--- src/rtl/cfg_bridge_pkg.sv ---
package cfg_bridge_pkg;

  localparam int DATA_W = 32;
  localparam int LANES  = DATA_W / 8;

  typedef enum logic [1:0] {
    SZ_BYTE  = 2'b00,
    SZ_WORD  = 2'b01,
    SZ_DWORD = 2'b10,
    SZ_RSVD  = 2'b11
  } acc_size_e;

  typedef struct packed {
    logic       en;
    logic [6:0] spare;
    logic [7:0] bus;
    logic [7:0] devfn;
    logic [5:0] reg_dw;
    logic [1:0] low;
  } cfg_ptr_t;

  // byte lanes that survive for a given length code
  function automatic logic [LANES-1:0] lane_keep(input logic [1:0] sz);
    logic [LANES-1:0] k;
    k = '0;
    case (sz)
      SZ_BYTE:  k[0]   = 1'b1;
      SZ_WORD:  k[1:0] = 2'b11;
      SZ_DWORD: k      = '1;
      default:  k      = '0;
    endcase
    return k;
  endfunction

endpackage

--- src/rtl/cfg_port_decode.sv ---
module cfg_port_decode
  import cfg_bridge_pkg::*;
#(
  parameter int               IO_AW     = 16,
  parameter logic [IO_AW-1:0] PTR_PORT  = 16'h0CF8,
  parameter logic [IO_AW-1:0] WIN_PORT  = 16'h0CFC
) (
  input  logic             io_valid,
  input  logic             io_write,
  input  logic [IO_AW-1:0] io_addr,
  input  logic [1:0]       io_size,
  output logic             ptr_wr,
  output logic             ptr_rd,
  output logic             win_acc,
  output logic [1:0]       win_lo
);

  localparam int            WORD_W   = IO_AW - 2;
  localparam logic [WORD_W-1:0] PTR_WORD = PTR_PORT[IO_AW-1:2];
  localparam logic [WORD_W-1:0] WIN_WORD = WIN_PORT[IO_AW-1:2];

  logic ptr_hit;

  always_comb begin
    ptr_hit = io_valid && (io_addr[IO_AW-1:2] == PTR_WORD) &&
              (io_addr[1:0] == 2'b00) && (io_size == SZ_DWORD);
    ptr_wr  = ptr_hit && io_write;
    ptr_rd  = ptr_hit && !io_write;
    win_acc = io_valid && (io_addr[IO_AW-1:2] == WIN_WORD) &&
              (io_size != SZ_RSVD);
    win_lo  = io_addr[1:0];
  end

endmodule

--- src/rtl/cfg_ptr_reg.sv ---
module cfg_ptr_reg
  import cfg_bridge_pkg::*;
(
  input  logic     clk,
  input  logic     rst_n,
  input  logic     load,
  input  logic [DATA_W-1:0] wdata,
  output cfg_ptr_t ptr_q
);

  cfg_ptr_t ptr_d;

  always_comb begin
    ptr_d = cfg_ptr_t'(wdata);
  end

  always_ff @(posedge clk or negedge rst_n) begin
    if (!rst_n) begin
      ptr_q <= '0;
    end else if (load) begin
      ptr_q <= ptr_d;
    end
  end

endmodule

--- src/rtl/cfg_route.sv ---
module cfg_route
  import cfg_bridge_pkg::*;
(
  input  logic              win_acc,
  input  logic              io_write,
  input  logic [1:0]        win_lo,
  input  logic [1:0]        io_size,
  input  logic              ptr_en,
  input  logic [1:0]        ptr_low,
  input  logic [5:0]        ptr_reg,
  input  logic              cfg_present,
  input  logic [DATA_W-1:0] cfg_rdata,
  output logic              cfg_rd,
  output logic              cfg_wr,
  output logic [7:0]        cfg_offset,
  output logic [DATA_W-1:0] fwd_rdata
);

  logic             allow;
  logic [LANES-1:0] keep;

  always_comb begin
    allow      = win_acc && ptr_en && (ptr_low == 2'b00) && cfg_present;
    cfg_rd     = allow && !io_write;
    cfg_wr     = allow && io_write;
    cfg_offset = {ptr_reg, win_lo};
    keep       = lane_keep(io_size);
  end

  for (genvar b = 0; b < LANES; b++) begin : g_lane
    assign fwd_rdata[b*8 +: 8] = (cfg_rd && keep[b]) ? cfg_rdata[b*8 +: 8] : 8'h00;
  end

endmodule

--- src/rtl/cfg_port_bridge.sv ---
module cfg_port_bridge
  import cfg_bridge_pkg::*;
#(
  parameter int               IO_AW    = 16,
  parameter logic [IO_AW-1:0] PTR_PORT = 16'h0CF8,
  parameter logic [IO_AW-1:0] WIN_PORT = 16'h0CFC
) (
  input  logic             clk,
  input  logic             rst_n,
  input  logic             io_valid,
  input  logic             io_write,
  input  logic [IO_AW-1:0] io_addr,
  input  logic [1:0]       io_size,
  input  logic [31:0]      io_wdata,
  output logic [31:0]      io_rdata,
  output logic             cfg_rd,
  output logic             cfg_wr,
  output logic [7:0]       cfg_bus,
  output logic [7:0]       cfg_devfn,
  output logic [7:0]       cfg_offset,
  output logic [1:0]       cfg_size,
  output logic [31:0]      cfg_wdata,
  input  logic             cfg_present,
  input  logic [31:0]      cfg_rdata
);

  logic        ptr_wr;
  logic        ptr_rd;
  logic        win_acc;
  logic [1:0]  win_lo;
  cfg_ptr_t    ptr_q;
  logic [31:0] addr_q;
  logic [31:0] fwd_rdata;

  cfg_port_decode #(
    .IO_AW   (IO_AW),
    .PTR_PORT(PTR_PORT),
    .WIN_PORT(WIN_PORT)
  ) i_decode (
    .io_valid(io_valid),
    .io_write(io_write),
    .io_addr (io_addr),
    .io_size (io_size),
    .ptr_wr  (ptr_wr),
    .ptr_rd  (ptr_rd),
    .win_acc (win_acc),
    .win_lo  (win_lo)
  );

  cfg_ptr_reg i_ptr (
    .clk  (clk),
    .rst_n(rst_n),
    .load (ptr_wr),
    .wdata(io_wdata),
    .ptr_q(ptr_q)
  );

  cfg_route i_route (
    .win_acc    (win_acc),
    .io_write   (io_write),
    .win_lo     (win_lo),
    .io_size    (io_size),
    .ptr_en     (ptr_q.en),
    .ptr_low    (ptr_q.low),
    .ptr_reg    (ptr_q.reg_dw),
    .cfg_present(cfg_present),
    .cfg_rdata  (cfg_rdata),
    .cfg_rd     (cfg_rd),
    .cfg_wr     (cfg_wr),
    .cfg_offset (cfg_offset),
    .fwd_rdata  (fwd_rdata)
  );

  always_comb begin
    addr_q    = ptr_q;
    cfg_bus   = ptr_q.bus;
    cfg_devfn = ptr_q.devfn;
    cfg_size  = io_size;
    cfg_wdata = io_wdata;
    io_rdata  = ptr_rd ? addr_q : fwd_rdata;
  end

endmodule

--- config.mk ---
export PLATFORM = sky130hd
export DESIGN_NAME = cfg_port_bridge
export DESIGN_NICKNAME = d
export VERILOG_FILES = /design/src/rtl/cfg_bridge_pkg.sv /design/src/rtl/cfg_port_decode.sv /design/src/rtl/cfg_ptr_reg.sv /design/src/rtl/cfg_route.sv /design/src/rtl/cfg_port_bridge.sv
export SDC_FILE = /design/constraint.sdc
export NUM_CORES = 1
export LEC_CHECK = 0
export CAP_MARGIN = 10
export CELL_PAD_IN_SITES_DETAIL_PLACEMENT = 2
export CELL_PAD_IN_SITES_GLOBAL_PLACEMENT = 2
export CORE_UTILIZATION = 34
export DETAILED_ROUTE_END_ITERATION = 8
export DONT_BUFFER_PORTS = 1
export PLACE_DENSITY = 0.83
export SLEW_MARGIN = 20
export SYNTH_ARGS = -nofsm -noshare
export SYNTH_HDL_FRONTEND = slang
export SYNTH_SLANG_ARGS = --single-unit
export TNS_END_PERCENT = 100
--- constraint.sdc ---
create_clock -name clk -period 2 [get_ports clk]
set_input_delay 0.3 -clock clk [delete_from_list [all_inputs] [get_ports clk]]
set_output_delay 0.3 -clock clk [all_outputs]
set_load 0.02 [all_outputs]
==> results of run 1 <==
## area by class of cell
type / instances / area, sq um
fill: 648 / 4010
multi-input combinational: 109 / 1180
sequential: 32 / 801
timing repair buffer: 26 / 255
tap: 77 / 96.3
clock buffer: 6 / 72.6
clock inverter: 1 / 5.00
inverter: 1 / 3.75
## repair_timing
action,CTS,global route
endpoints found under the setup margin,34,34
hold endpoints to repair,32,0
resized for setup,35,11
setup buffers,6,1
hold buffers,2,0
pin swaps,1,8
## kinds of logic (layout without fill, tap and decap cells)
| kind of cell | count (synthesis) | in the layout | synth area share [%] |
|---|---|---|---|
| AO/OA/AOI/OAI | 32 | 32 | 12.6 |
| adder cells (fa/ha/maj) | 2 | 2 | 1.09 |
| buffers and inverters | 70 | 34 | 21.7 |
| flip-flops | 32 | 32 | 34.9 |
| multiplexers | 32 | 32 | 15.7 |
| AND/OR/NAND/NOR | 43 | 43 | 14.0 |
## worst max-delay path by stage
stage | startpoint | to | slack [ns] | cells after the start
3_3_place_gp | io_size[0] | io_rdata[31] | 0.03 | 7
5_1_grt | i_ptr.ptr_q[31] | io_rdata[10] | -0.17 | 6
3_5_place_dp | io_size[0] | io_rdata[16] | -0.08 | 7
6_report | i_ptr.ptr_q[31] | io_rdata[15] | -0.005 | 6
2_1_floorplan | io_addr[13] | io_rdata[12] | 0.06 | 5
4_1_cts | io_size[0] | io_rdata[27] | -0.03 | 7
## metrics by stage
step                setup WS, ns  utilization (%)
floorplan                 0.0581                -
global placement          0.0311             32.3
detailed placement       -0.0826             32.3
CTS                      -0.0338             36.5
global route              -0.170             37.6
finish                  -0.00463             37.6
## power groups by stage
stage               registers, mW  logic [mW]  clock network (mW)
floorplan                   0.659       0.131                   0
global placement            0.659      0.0382                   0
detailed placement          0.659      0.0388                   0
CTS                         0.647      0.0597               0.501
global route                0.646      0.0667               0.520
finish                      0.647      0.0590               0.475
## cells in the mapped netlist
master | instances | share of area, %
a22o_1 | 24 | 9.2
a32o_1 | 8 | 3.5
and3_1 | 16 | 4.4
and4b_1 | 1 | 0.44
buf_2 | 5 | 1.1
buf_4 | 61 | 20
clkbuf_1 | 3 | 0.49
dfrtp_1 | 32 | 35
ha_1 | 2 | 1.1
inv_1 | 1 | 0.16
mux2_1 | 30 | 15
mux2_2 | 2 | 0.98
nand2b_1 | 1 | 0.27
nand3_2 | 1 | 0.44
nand4_1 | 3 | 0.82
nand4b_1 | 1 | 0.38
nor2_1 | 3 | 0.49
nor2b_1 | 9 | 2.5
nor3_2 | 2 | 0.87
nor3_4 | 1 | 0.71
nor4_1 | 2 | 0.54
nor4_2 | 1 | 0.54
nor4b_2 | 1 | 0.65
nor4b_4 | 1 | 1.0
## metal layers
metal | vias to the layer above | global-route usage [%] | routed length, um
li1 | 636 | - | -
met1 | 739 | 19.9 | 2330
met2 | 97 | 32.0 | 3220
met3 | 7 | 4.92 | 506
met4 | 0 | 4.39 | 68
met5 | - | 0 | 0
==> qor.yml, run 1 <==
grt_pass1_wl_um: 9460
post_dp_cell_area_sq_um: 2080
rows: 29
ant_nets: 0
syn_area_per_cell_sq_um: 10.9
die_h_um: 84.2
final_area_sq_um: 2420
finalCritPeriodShare_pct: 100
portBuffers: 0
vias: 1479
finClkSkew_ns: 0
grt_pass1_vias: 1667
placed_cells: 236
drt_iter0_markers: 79
min_to: "i_ptr.ptr_q[31]"
synth_seq_area_share_pct: 34.9
critPathMaxFanout: 16
p_sw_share_pct: 23.3
ys_warn_count: 0
critPathTopFamily: "simple AND/OR/NAND/NOR gates"
regMostFlops: "i_ptr.ptr_q"
final_common_cell: "dfrtp_1"
hp-start: "io_wdata[31]"
total_power_mw: 1.18
peakVddDrop_v: 0.000286
largestRegisters: "i_ptr.ptr_q: 32 flops"
end_kind: "primary output"
first_pass_iters: 6
clock-sinks: 32
drive_gt1_share_pct: 42.3
clock_latency_ns: 0.28
arrival_ns: 1.70
p_seq_share_pct: 54.8
hpwlAfterDp_um: 4520
core_area_sq_um: 6420
synth_area_sq_um: 2300
max_freq_ghz: 0.499
antenna_found_initial: 0
r2r_slack_ns: 0.97
relSlewSlack_pct: 76.4
globalplace.congestion: 0.657
cts_made_buffers: 5
die_w_um: 84.2
hold_violations: 0
hold_slack_ns: 0.151
cts_tree: "built"
tns_ns: -0.0157
worstSetupPathType: "reg2out"
fin_crit_ns: 2.00
antenna_cells: 0
fin_nets: 264
largest_reg_flops: 32
grt_start_max_net_pins: 33
pwr-share-comb_pct: 5.0
io_pins: 179
cp.required_ns: 1.70
routed_via_density: 5.87
synth_fp_nets: 300
crit_buf_inv: 2
reg2reg_to: "i_ptr.ptr_q[31]"
cts_root_buf: "clkbuf_8"
finalSetupViolCount: 5
cap_violations: 0
slowest_delay_ns: 0.36
cts.path.max_buffers: 2
worstHoldPathCells: 1
wire_per_inst_um: 24.3
overflow: 0
ys_seq_elements: 32
die_area_sq_um: 7090
syn2layout_area_growth_pct: 5.29
instances_no_fill: 252
start_kind: "flip-flop"
grtUsageTotal_pct: 17.4
cpMaxStageDelayCell: "dfrtp_1"
clockPowerShare_pct: 40.2
path_cells: "nor2b_4 -> nand4_1 -> buf_4 -> nor3_4 -> buf_12 -> a32o_2"
layout_common_cells: "dfrtp_1, mux2_1, buf_4"
status: "finished with violations"
rsz0062_at_grt: "true"
synth.distinct_cells: 24
power_density_nw_per_um2: 489
ff2ff_path_depth: 3
start_util_pct: 35.7
violations: "DRC, setup timing"
h-tree-depth: 2
finalMaxSlewViolations: 0
fin_ws_ns: -0.00463
leakagePower_nw: 1.33
r2r-start: "i_ptr.ptr_q[31]"
tightest_slew_ns: 0.351
wirelength_um: 6130
internal_power_mw: 0.906
synthCells: 211
drc: 22
switching_power_mw: 0.275
clk_pin_slew_ns: 0.07
hp-class: "in2reg"
Power figures use the tool's default switching activity.
==> inputs of run 2 (changes only) <==
--- a/config.mk
+++ b/config.mk
@@ -12,6 +12,7 @@
 export DETAILED_ROUTE_END_ITERATION = 8
 export DONT_BUFFER_PORTS = 1
 export PLACE_DENSITY = 0.83
+export SKIP_LAST_GASP = 1
 export SLEW_MARGIN = 20
 export SYNTH_ARGS = -nofsm -noshare
 export SYNTH_HDL_FRONTEND = slang
==> run 2 against run 1 <==
- the flow still finishes with violations (DRC, setup timing)
- worst setup slack worse by 0.00054 ns
- critical endpoint is now io_rdata[31]
- total power barely moved
- count of clock-buffer cells in the layout unchanged
- non-clock buffer count unchanged
- clock skew stayed put
==> qor.yml, run 2 (synthesis gave the netlist of run 1 again) <==
status: "finished with violations"
violations: "DRC, setup timing"
wire_per_inst_um: 24.3
leakagePower_nw: 1.32
rsz0062_at_grt: "true"
globalplace.congestion: 0.657
switching_power_mw: 0.274
die_area_sq_um: 7090
pwr-share-comb_pct: 5.0
cts.path.max_buffers: 2
post_dp_cell_area_sq_um: 2080
core_area_sq_um: 6420
nFillCells: 652
portBuffers: 0
critPathMaxFanout: 8
syn2layout_area_growth_pct: 4.63
max_freq_ghz: 0.499
start_util_pct: 35.7
finalCritPeriodShare_pct: 100
hp-class: "in2reg"
ant_nets: 0
grtUsageTotal_pct: 17.4
finClkSkew_ns: 0
wirelength_um: 6130
clockPowerShare_pct: 40.2
worstSetupPathType: "reg2out"
tightest_slew_ns: 0.349
internal_power_mw: 0.906
fin_util_pct: 37.4
layout_common_cells: "dfrtp_1, mux2_1, buf_4"
largestRegisters: "i_ptr.ptr_q: 32 flops"
die_h_um: 84.2
relSlewSlack_pct: 76.5
finalMaxSlewViolations: 0
fin_ws_ns: -0.00517
io_pins: 179
placed_cells: 236
regMostFlops: "i_ptr.ptr_q"
drive_gt1_share_pct: 42.3
rows: 29
p_seq_share_pct: 54.8
finalSetupViolCount: 6
clk_pin_slew_ns: 0.07
drt_iter0_markers: 81
cts_tree: "built"
final_common_cell: "dfrtp_1"
p_sw_share_pct: 23.2
antenna_cells: 0
fin_nets: 264
antenna_found_initial: 0
clock-sinks: 32
overflow: 0
cp.required_ns: 1.70
final_area_sq_um: 2400
fin_crit_ns: 2.01
hold_violations: 0
tns_ns: -0.0168
cts_root_buf: "clkbuf_8"
grt_pass1_wl_um: 9470
grt_start_max_net_pins: 33
start_kind: "flip-flop"
vias: 1473
instances_no_fill: 252
cts_made_buffers: 5
cap_violations: 0
routed_via_density: 5.85
hpwlAfterDp_um: 4520
drc: 22
end_kind: "primary output"
h-tree-depth: 2
largest_reg_flops: 32
clock_latency_ns: 0.28
arrival_ns: 1.71
grt_pass1_vias: 1663
power_density_nw_per_um2: 491
first_pass_iters: 6
peakVddDrop_v: 0.000285
die_w_um: 84.2
run 2: cell count changes in the layout (fill, tap and decap cells not counted):
| cell | previous run | this run |
|---|---|---|
| a22o_2 | 8 | 10 |
| a22o_4 | 16 | 14 |
run 2: critical path: stages, from the launching register on:
cell and delay, ns:
dfrtp_1 0.36, nor2b_4 0.16, nand4_1 0.12, buf_4 0.17
nor3_4 0.17, buf_4 0.22, a22o_2 0.22
run 2: layout make-up:
| cell class | instances | area [sq um] | share of cell area [%] |
|---|---|---|---|
| Sequential cell | 32 | 801 | 33.3 |
| Clock buffer | 6 | 72.6 | 3.02 |
| Tap cell | 77 | 96.3 | 4.01 |
| Inverter | 1 | 3.75 | 0.156 |
| Multi-Input combinational cell | 109 | 1170 | 48.6 |
| Clock inverter | 1 | 5.00 | 0.208 |
| Timing Repair Buffer | 26 | 255 | 10.6 |
run 2: final timing paths:
kind,end,depth (start not counted),from,slack (ns)
setup / recovery,io_rdata[31],6,i_ptr.ptr_q[31],-0.005
setup reg to reg,i_ptr.ptr_q[31],3,i_ptr.ptr_q[31],0.97
min in group asynchronous,i_ptr.ptr_q[9],2,rst_n,0.46
hold reg to reg,i_ptr.ptr_q[25],1,i_ptr.ptr_q[25],0.50
hold / removal,i_ptr.ptr_q[24],1,io_wdata[24],0.15
max in group asynchronous,i_ptr.ptr_q[7],2,rst_n,1.35
run 2: power by group through the flow:
| stage | clock network (mW) | logic, mW | registers, mW |
|---|---|---|---|
| after floorplan | 0 | 0.131 | 0.659 |
| after global placement | 0 | 0.0382 | 0.659 |
| after detailed placement | 0 | 0.0388 | 0.659 |
| after CTS | 0.501 | 0.0597 | 0.647 |
| after global routing | 0.520 | 0.0667 | 0.646 |
| final | 0.474 | 0.0592 | 0.647 |
run 2: timing repair:
item	4_1_cts	5_1_grt
pin swaps	1	9
buffers inserted	6	1
hold endpoints to repair	32	0
cloned	0	0
hold buffers	2	0
setup endpoints to repair	34	34
resized for setup	34	10
run 2: per-stage QoR:
stage	power [mW]	worst slack, ns	hold slack, ns
after CTS	1.21	-0.0368	0.138
after global placement	0.698	0.0311	0.00537
after floorplan	0.791	0.0581	0.00441
after global routing	1.23	-0.167	0.138
final	1.18	-0.00517	0.151
after detailed placement	0.698	-0.0826	0.00534
run 2: metal layers:
metal / track usage [%] / vias to the layer above / part of all wire [%]
met4: 4.39 / 0 / 0.70
met1: 19.9 / 733 / 39
met2: 32.0 / 99 / 53
li1: - / 637 / -
met5: 0 / - / 0
met3: 4.82 / 4 / 7.7
==> inputs of run 3 (changes only) <==
--- a/config.mk
+++ b/config.mk
@@ -11,7 +11,7 @@
 export CORE_UTILIZATION = 34
 export DETAILED_ROUTE_END_ITERATION = 8
 export DONT_BUFFER_PORTS = 1
-export PLACE_DENSITY = 0.83
+export PLACE_DENSITY_LB_ADDON = 0.1
 export SKIP_LAST_GASP = 1
 export SLEW_MARGIN = 20
 export SYNTH_ARGS = -nofsm -noshare
==> run 3 against run 2 <==
- first-iteration DRC count decreased by 31%
- utilization is 0.68 points higher
- critical endpoint is now io_rdata[19]
- wire length fell by 0.77%
- clock skew unchanged
- worst hold slack lost 0.0016 ns
- clock power increased by 13%
- non-clock buffer count is 7 lower
- die area stayed put
- flip-flop and latch count is the same
- the run still ends with DRC, setup timing left
- count of clock-buffer cells in the layout is 1 higher
==> qor.yml, run 3 (synthesis gave the netlist of run 1 again) <==
crit_buf_inv: 3
cts_made_buffers: 5
grt_start_max_net_pins: 33
placed_cells: 231
max_freq_ghz: 0.492
finalMaxSlewViolations: 0
finalCritPeriodShare_pct: 102
first_pass_iters: 6
cts_tree: "built"
peakVddDrop_v: 0.000328
fin_nets: 257
final_area_sq_um: 2450
cp.required_ns: 1.70
grt_pass1_wl_um: 9420
finalSetupViolCount: 10
hpwlAfterDp_um: 4360
largest_reg_flops: 32
status: "finished with violations"
hp-class: "in2reg"
clock_latency_ns: 0.28
hold_violations: 0
core_area_sq_um: 6420
ant_nets: 0
syn2layout_area_growth_pct: 6.54
clk_pin_slew_ns: 0.07
clock-sinks: 32
leakagePower_nw: 1.32
portBuffers: 0
cap_violations: 0
wire_per_inst_um: 24.7
fin_util_pct: 38.1
antenna_found_initial: 1
layout_common_cells: "dfrtp_1, mux2_1, and3_1"
worstSetupPathType: "reg2out"
die_h_um: 84.2
finClkSkew_ns: 0
die_area_sq_um: 7090
start_util_pct: 35.7
drive_gt1_share_pct: 39.3
die_w_um: 84.2
relSlewSlack_pct: 80.6
multi_input_area_sq_um: 1180
regMostFlops: "i_ptr.ptr_q"
final_common_cell: "dfrtp_1"
overflow: 0
start_kind: "flip-flop"
arrival_ns: 1.73
end_kind: "primary output"
post_dp_cell_area_sq_um: 2050
hold_slack_ns: 0.149
rows: 29
h-tree-depth: 2
timing.critical_path.mode_cell: "buf_12"
seq_area_sq_um: 801
cts.path.max_buffers: 2
globalplace.congestion: 0.664
largestRegisters: "i_ptr.ptr_q: 32 flops"
fin_ws_ns: -0.0327
grt_pass1_vias: 1692
cts_root_buf: "clkbuf_8"
fin_crit_ns: 2.03
grtUsageTotal_pct: 17.5
path_cells: "nor2_1 -> nand4_1 -> buf_6 -> nor3_4 -> buf_12 -> buf_12 -> a22o_1"
total_power_mw: 1.24
rsz0062_at_grt: "true"
wirelength_um: 6080
power_density_nw_per_um2: 508
tns_ns: -0.273
drt_iter0_markers: 56
routed_via_density: 6.07
critPathTopFamily: "buffers and inverters"
io_pins: 179
tightest_slew_ns: 0.290
cpMaxStageDelayCell: "dfrtp_1"
dpl_worst_slack_ns: -0.0520
violations: "DRC, setup timing"
drc: 25
instances_no_fill: 246
critPathMaxFanout: 12
vias: 1493
slowest_delay_ns: 0.41
nFillCells: 647
==> run 3: area by class of cell <==
type                            instances  area share (%)
Antenna cell                            1           0.102
Clock buffer                            7            3.94
Inverter                                1           0.153
Multi-Input combinational cell        109            48.3
Sequential cell                        32            32.7
Tap cell                               77            3.94
Timing Repair Buffer                   19            10.8
==> run 3: repair_timing <==
action | CTS | global route
setup buffers | 3 | 1
endpoints found under the hold margin | 32 | 0
gates cloned | 1 | 0
hold buffers | 2 | 0
endpoints found under the setup margin | 32 | 34
gates resized for setup | 36 | 9
pin swaps | 6 | 1
==> run 3: final timing paths <==
kind / startpoint / endpoint / slack, ns / cells after the start
setup reg to reg: i_ptr.ptr_q[7] / i_ptr.ptr_q[7] / 1.07 / 1
setup / recovery: i_ptr.ptr_q[1] / io_rdata[19] / -0.03 / 7
min in group asynchronous: rst_n / i_ptr.ptr_q[19] / 0.47 / 2
hold / removal: io_wdata[11] / i_ptr.ptr_q[11] / 0.15 / 1
max in group asynchronous: rst_n / i_ptr.ptr_q[0] / 1.36 / 2
hold reg to reg: i_ptr.ptr_q[29] / i_ptr.ptr_q[29] / 0.51 / 1
==> run 3: metal layers <==
metal | up-vias | GRT usage [%] | part of all wire (%)
li1 | 627 | - | -
met1 | 763 | 20.0 | 38
met2 | 96 | 30.8 | 52
met3 | 7 | 5.80 | 9.0
met4 | 0 | 5.96 | 1.2
met5 | - | 0 | 0
==> run 3: report_power, final <==
part / internal (mW) / switching (mW) / leakage, nW / total [mW]
combinational: 0.0233 / 0.0359 / 0.820 / 0.0592
sequential: 0.647 / 0.0000586 / 0.447 / 0.647
clock: 0.306 / 0.229 / 0.0503 / 0.535
